`src/rtl/burst_agen_pkg.sv`:
```
package burst_agen_pkg;
  // Strobes passed from control to datapath each cycle
  typedef struct packed {
    logic loadStart;
    logic stepBeat;
  } agenStrobe_t;
endpackage

```
`src/rtl/agen_ctrl.sv`:
```
module agen_ctrl
  import burst_agen_pkg::*;
#(
  parameter int BEAT_W = 2
) (
  input  logic              clk,
  input  logic              rstN,
  input  logic              advance,
  output agenStrobe_t       strobe,
  output logic [BEAT_W-1:0] beatIdx
);
  logic [BEAT_W-1:0] beatQ;

  always_comb begin
    strobe.loadStart = ~advance;
    strobe.stepBeat  = advance;
  end

  always_ff @(posedge clk or negedge rstN) begin
    if (!rstN)                 beatQ <= '0;
    else if (strobe.loadStart) beatQ <= '0;
    else                       beatQ <= beatQ + 1'b1;
  end

  assign beatIdx = beatQ;

  p_load_clears_beat_r2: assert property (@(posedge clk) disable iff (!rstN)
    !advance |=> beatIdx == '0);

  p_step_wraps_beat_r3: assert property (@(posedge clk) disable iff (!rstN)
    advance |=> beatIdx == BEAT_W'($past(beatIdx) + 1'b1));
endmodule

```
`src/rtl/agen_dpath.sv`:
```
module agen_dpath
  import burst_agen_pkg::*;
#(
  parameter int ADDR_W = 32,
  parameter int BEAT_W = 2
) (
  input  logic              clk,
  input  logic              rstN,
  input  agenStrobe_t       strobe,
  input  logic              orderInterleave,
  input  logic [ADDR_W-1:0] loadAddr,
  input  logic [BEAT_W-1:0] beatIdx,
  output logic [ADDR_W-1:0] curAddr
);
  localparam int HI_W = ADDR_W - BEAT_W;

  logic [ADDR_W-1:0] startQ;
  logic [BEAT_W-1:0] lowLin;
  logic [BEAT_W-1:0] lowIlv;
  logic [BEAT_W-1:0] lowSel;

  always_ff @(posedge clk or negedge rstN) begin
    if (!rstN)                 startQ <= '0;
    else if (strobe.loadStart) startQ <= loadAddr;
  end

  always_comb begin
    lowLin = startQ[BEAT_W-1:0] + beatIdx;
    lowIlv = startQ[BEAT_W-1:0] ^ beatIdx;
    lowSel = orderInterleave ? lowIlv : lowLin;
  end

  generate
    if (HI_W > 0) begin : g_hi
      assign curAddr = {startQ[ADDR_W-1:BEAT_W], lowSel};
    end else begin : g_low_only
      assign curAddr = lowSel;
    end
  endgenerate

  p_load_captures_r2: assert property (@(posedge clk) disable iff (!rstN)
    strobe.loadStart |=> curAddr == $past(loadAddr));

  p_upper_held_r7: assert property (@(posedge clk) disable iff (!rstN)
    strobe.stepBeat |=> curAddr[ADDR_W-1:BEAT_W] == $past(curAddr[ADDR_W-1:BEAT_W]));

  p_wrap_to_start_r6: assert property (@(posedge clk) disable iff (!rstN)
    (strobe.stepBeat && beatIdx == '1) |=> curAddr == startQ);
endmodule

```
`src/rtl/burst_agen.sv`:
```
module burst_agen
  import burst_agen_pkg::*;
#(
  parameter int ADDR_W    = 32,
  parameter int BURST_LEN = 4
) (
  input  logic                         clk,
  input  logic                         rstN,
  input  logic                         advance,
  input  logic                         orderInterleave,
  input  logic [ADDR_W-1:0]            loadAddr,
  output logic [ADDR_W-1:0]            curAddr,
  output logic [$clog2(BURST_LEN)-1:0] beatIdx
);
  localparam int BEAT_W = $clog2(BURST_LEN);

  agenStrobe_t strobe;

  agen_ctrl #(.BEAT_W(BEAT_W)) u_ctrl (
    .clk(clk), .rstN(rstN), .advance(advance),
    .strobe(strobe), .beatIdx(beatIdx)
  );

  agen_dpath #(.ADDR_W(ADDR_W), .BEAT_W(BEAT_W)) u_dpath (
    .clk(clk), .rstN(rstN), .strobe(strobe),
    .orderInterleave(orderInterleave), .loadAddr(loadAddr),
    .beatIdx(beatIdx), .curAddr(curAddr)
  );
endmodule

```
`config.mk`:
```
export PLATFORM = sky130hd
export DESIGN_NAME = burst_agen
export DESIGN_NICKNAME = d
export VERILOG_FILES = /design/src/rtl/burst_agen_pkg.sv /design/src/rtl/agen_ctrl.sv /design/src/rtl/agen_dpath.sv /design/src/rtl/burst_agen.sv
export SDC_FILE = /design/constraint.sdc
export NUM_CORES = 1
export LEC_CHECK = 0
export BUFFER_PORTS_ARGS = -buffer_cell sky130_fd_sc_hd__buf_2
export CORE_MARGIN = 4
export CORE_UTILIZATION = 51
export DETAILED_ROUTE_END_ITERATION = 10
export PLACE_DENSITY = 0.87
export SETUP_SLACK_MARGIN = 0.4
export SLEW_MARGIN = 20
export SYNTH_ARGS = -nofsm -noshare
export SYNTH_HDL_FRONTEND = slang
export SYNTH_SLANG_ARGS = --single-unit
export TNS_END_PERCENT = 10
```
`constraint.sdc`:
```
create_clock -name clk -period 2.9 [get_ports clk]
set_input_delay 0.58 -clock clk [delete_from_list [all_inputs] [get_ports clk]]
set_output_delay 0.58 -clock clk [all_outputs]
set_load 0.1 [all_outputs]
```
==> results.toml, run 1 <==
[logic_synthesis]
synth-seq-cells = 34
synth_area_mm2 = 0.00167
syn_area_per_cell_um2 = 15.6
synth-async-reset-ratio_pct = 100
netlist_instances = 107
synth.yosys.seq_area_share_pct = 51.1
synth_edf_count = 0
synth-main-ff-cell = "dfrtp_1"
ys_warn_count = 0
synth_cell_types = 12
synth_top_area_share_pct = 51.1
synth_top_cell_by_area = "dfrtp_1"
synth_nets = 144
synth_area_leaders = "dfrtp_1 (51%), mux2_4 (25%), buf_4 (14%)"
yosysMostFrequentCell = "dfrtp_1"
synth_commonest_cells = "dfrtp_1 (34), buf_4 (30), mux2_4 (28)"

[clock_network]
post_cts_buffers = 0
cts_resized = 0
h-tree-depth = 2
clk_root_buffer_cell = "clkbuf_4"
clk_pin_slew_ns = 0.10
hold_buffers = 0
clock-sinks = 34
clk_path_buf_depth = 2
clk_latency_ns = 0.32
cts_tree = "done"
cts_buffers = 5

[worst_setup_path]
arrival_ns = 1.76
slowest_stage = "buf_2"
timing.rr.end = "u_ctrl.beatIdx[1]$_DFF_PN0_"
cp_cell_sequence = "ha_1 -> nor2b_1 -> xnor2_4 -> buf_2"
slowest_delay_ns = 0.43
r2r_slack_ns = 2.05
cp_top_family = "buffers and inverters"
start_kind = "flop"
crit_required_ns = 2.32
critPathMaxFanout = 4
critPathBufInv = 1
r2r_cells = 2
path_class = "reg2out"
crit_path_end_kind = "output pin"
reg2reg_from = "u_ctrl.beatIdx[1]$_DFF_PN0_"

[layout]
areaGrowthSynthToFinish_pct = 11.7
layout-drive-gt1-share_pct = 72.8
fin_nets = 187
antenna_cells = 0
design_area_mm2 = 0.00186
fill_cells = 253

[timing]
setup_viol = 0
max_slew_margin_pct = 51.3
min_period_over_period_pct = 80.5
setup_tns_ns = 0
worst_pin_slew_ns = 0.730
report.final.slew_viol_count = 0
rsz0062_at_grt = "no"
hold_viol_final = 0
fmax_ghz = 0.428
layout_min_cycle_time_ns = 2.34
finalClockSkew_ns = 0.000150

[floorplan]
die_h_um = 65.1
row_count = 20
core_mm2 = 0.00308
boundaryPins = 70
die-area_mm2 = 0.00424
die_x_um = 65.1
start_util_pct = 54.1

[route]
viasPerCell = 4.47
drt_iter0_markers = 22
wl_um = 2690
first_pass_iters = 2
drtAntennaViolNets = 0
wl_per_cell_um = 13.8
vias = 872
drc_errors = 0

[power_and_ir_drop]
fin_total_pwr_mw = 1.38
power_density_mw_per_mm2 = 741
p_comb_share_pct = 41.4
switchingPower_uw = 615
ir_drop_mv = 0.456
p_sw_share_pct = 44.6
power_leakage_nw = 0.991
p_seq_share_pct = 39.7
p_clk_share_pct = 18.9
power.internal_uw = 764

[min_path]
worst_hold_path_type = "in2async"

[placed_design]
io_buffers = 69
placed_cell_area_mm2 = 0.00180
dp.final_hpwl_um = 2020
gp_congestion = 0.690

[grt]
grt_pass1_wl_um = 4400
met3_usage_pct = 7.52
grt_max_degree = 35
antenna_found_initial = 0
grt_overflow = 0
use_met1_pct = 16.4
gr-usage-met2_pct = 22.7
grt_pass1_vias = 934
top_usage_layer = "met2"
grt_usage_pct = 14.0

[flow_run]
max-cap-violations = 0

[run_status]
status = "completed"
## registers in the layout (all words and copies together) (netlist names)
name,flops
u_dpath.startQ,32
u_ctrl.beatIdx,2
## cell families after synthesis
group / after synthesis / synth area share, %
XOR/XNOR: 3 / 1.58
adder cells (fa/ha/maj): 1 / 0.751
buffers and inverters: 34 / 17.5
flip-flops: 34 / 51.1
multiplexers: 32 / 27.9
AND/OR/NAND/NOR: 3 / 1.13
## worst max-delay path by stage
stage,to,slack [ns],cells after the start,startpoint
after floorplan,curAddr[1],0.41,2,u_ctrl.beatIdx[1]$_DFF_PN0_
after global placement,curAddr[1],0.79,4,orderInterleave
after detailed placement,curAddr[1],0.77,4,orderInterleave
after CTS,curAddr[1],0.52,4,u_ctrl.beatIdx[0]$_DFF_PN0_
after global routing,curAddr[1],0.44,4,u_ctrl.beatIdx[0]$_DFF_PN0_
final,curAddr[1],0.56,4,u_ctrl.beatIdx[0]$_DFF_PN0_
## power by group through the flow
stage	registers, mW	logic, mW	clock network [mW]
6_report	0.548	0.571	0.260
5_1_grt	0.555	0.590	0.299
3_3_place_gp	0.553	0.568	0
4_1_cts	0.548	0.576	0.275
2_1_floorplan	0.568	0.538	0
3_5_place_dp	0.556	0.575	0
## routing by layer
layer  routed length [µm]  up-vias
met3                  233        0
met5                    0        -
met2                 1390       41
li1                     -      409
met4                    0        0
met1                 1070      422
## per-stage QoR
step	instances	utilization (%)	hold slack (ns)	worst slack, ns
2_1_floorplan	107	-	0.284	0.406
3_3_place_gp	187	58.5	0.480	0.791
3_5_place_dp	187	58.5	0.484	0.771
4_1_cts	195	60.4	0.315	0.524
5_1_grt	195	60.4	0.345	0.443
6_report	195	60.4	0.310	0.564
## cell usage in the layout, fill, tap and decap left out
cell type,count
mux2_4,28
xnor2_4,1
nor2b_1,2
ha_1,1
clkbuf_4,5
dfrtp_1,34
clkbuf_1,1
buf_4,1
mux2_2,4
clkinv_2,1
buf_2,69
clkbuf_8,1
xor2_1,1
and2_1,1
xnor2_1,1
## final cells by class
class / instances / area [µm²] / share of cell area, %
Clock buffer: 7 / 55.1 / 2.96
Clock inverter: 1 / 5.00 / 0.269
Multi-Input combinational cell: 39 / 542 / 29.1
Sequential cell: 34 / 851 / 45.7
Tap cell: 44 / 55.1 / 2.96
Timing Repair Buffer: 70 / 353 / 19.0
(Power assumes the default switching activity.)
==> inputs of run 2 (changes only) <==
CORE_UTILIZATION = 43   (was 51)
PLACE_DENSITY = 0.79   (was 0.87)
clock period = 2 ns   (was 2.9 ns; I/O delays follow)
==> results.toml, run 2 (synthesis results as in run 1) <==
[timing]
rsz0062_at_grt = "yes"
layout_min_cycle_time_ns = 1.80
worst_pin_slew_ns = 0.730
report.final.slew_viol_count = 0
setup_viol = 0
min_period_over_period_pct = 89.9
setup_tns_ns = 0
hold_viol_final = 0
max_slew_margin_pct = 51.4
finalClockSkew_ns = 0.000129
fmax_ghz = 0.556

[floorplan]
core_mm2 = 0.00369
die-area_mm2 = 0.00493
boundaryPins = 70
die_h_um = 70.2
start_util_pct = 45.1
row_count = 22
die_x_um = 70.2

[worst_setup_path]
path_class = "reg2out"
crit_path_end_kind = "output pin"
r2r_slack_ns = 0.97
arrival_ns = 1.40
critPathMaxFanout = 2
start_kind = "flop"
crit_required_ns = 1.60

[grt]
grt_usage_pct = 13.5
grt_pass1_wl_um = 5180
grt_max_degree = 35
antenna_found_initial = 0
grt_pass1_vias = 1072
grt_overflow = 0

[clock_network]
clk_path_buf_depth = 2
clk_root_buffer_cell = "clkbuf_8"
h-tree-depth = 2
clk_latency_ns = 0.27
clk_pin_slew_ns = 0.06
cts_tree = "done"
cts_buffers = 5
clock-sinks = 34

[placed_design]
dp.final_hpwl_um = 2250
gp_congestion = 0.822
io_buffers = 69

[route]
drtAntennaViolNets = 0
dr_wl_met2_um = 1530
drc_errors = 0
wl_per_cell_um = 14.9
viasPerCell = 4.48
wl_um = 2990
met1_length_um = 1100
wl_met3_um = 297
vias = 895
highest_layer = "met4"
drt_iter0_markers = 18
first_pass_iters = 3

[layout]
areaGrowthSynthToFinish_pct = 18.1
largest_register_ffs = 32
regMostFlops = "u_dpath.startQ"
antenna_cells = 0
mostFrequentLayoutCells = "buf_2 (67), dfrtp_1 (32), mux2_4 (28), clkbuf_8 (6), mux2_2 (4)"
layout-drive-gt1-share_pct = 76.3
final_core_util_pct = 53.3
fill_cells = 320
fin_nets = 188
final_common_cell = "buf_2"

[run_status]
status = "completed"

[power_and_ir_drop]
power_leakage_nw = 1.02
fin_total_pwr_mw = 2.17
power_density_mw_per_mm2 = 1100
ir_drop_mv = 0.576

[min_path]
worst_hold_path_type = "in2async"

[flow_run]
max-cap-violations = 0
run 2: cell types whose count changed in the layout (fill, tap and decap cells not counted), moves of 2 or more:
cell | before | now
buf_12 | 0 | 2
buf_2 | 69 | 67
clkbuf_4 | 5 | 0
clkbuf_8 | 1 | 6
dfrtp_1 | 34 | 32
run 2: critical path, cell delays in order (launching register included):
cell and delay (ns):
dfrtp_4 0.48, ha_4 0.16, nor2b_4 0.13, xnor2_4 0.15
buf_12 0.19
run 2: path summary, 6_finish.rpt:
| path | from | to | cells after the start |
|---|---|---|---|
| max | u_ctrl.beatIdx[0]$_DFF_PN0_ | curAddr[1] | 4 |
| min | rstN | u_dpath.startQ[25]$_DFFE_PN0N_ | 1 |
| max reg2reg | u_ctrl.beatIdx[0]$_DFF_PN0_ | u_ctrl.beatIdx[1]$_DFF_PN0_ | 3 |
| min reg2reg | u_dpath.startQ[31]$_DFFE_PN0N_ | u_dpath.startQ[31]$_DFFE_PN0N_ | 1 |
| max in group asynchronous | rstN | u_ctrl.beatIdx[0]$_DFF_PN0_ | 1 |
| min in group clk | loadAddr[19] | u_dpath.startQ[19]$_DFFE_PN0N_ | 2 |
run 2: final cells by class:
type / count / area, µm² / area share (%)
clock buffers: 7 / 86.3 / 4.39
clock inverters: 1 / 5.00 / 0.254
multi-input cells: 39 / 569 / 28.9
flip-flops and latches: 34 / 856 / 43.5
well taps: 48 / 60.1 / 3.05
repair buffers: 71 / 390 / 19.8
run 2: per-stage QoR:
step	hold WS [ns]	std cells	setup WS, ns	cell area, µm²
5_1_grt	0.242	200	0.164	1970
6_report	0.178	200	0.203	1970
3_5_place_dp	0.487	191	0.434	1860
3_3_place_gp	0.482	191	0.444	1860
2_1_floorplan	0.104	107	0.0513	1710
4_1_cts	0.201	200	0.184	1970
run 2: report_power, final:
part / internal, mW / switching [mW] / total, mW
clock: 0.277 / 0.225 / 0.503
sequential: 0.758 / 0.0427 / 0.801
combinational: 0.210 / 0.653 / 0.864
run 2: what timing repair did:
item	CTS	global route
pin swaps	1	0
gates cloned	0	0
buffers inserted	1	0
hold buffers	0	0
setup endpoints to repair	2	3
resized for setup	2	0
run 2: routing by layer:
| metal | GRT usage [%] | vias to the layer above |
|---|---|---|
| met5 | 0 | - |
| met4 | 6.17 | 0 |
| met3 | 6.62 | 6 |
| met2 | 23.0 | 48 |
| met1 | 13.9 | 434 |
| li1 | - | 407 |
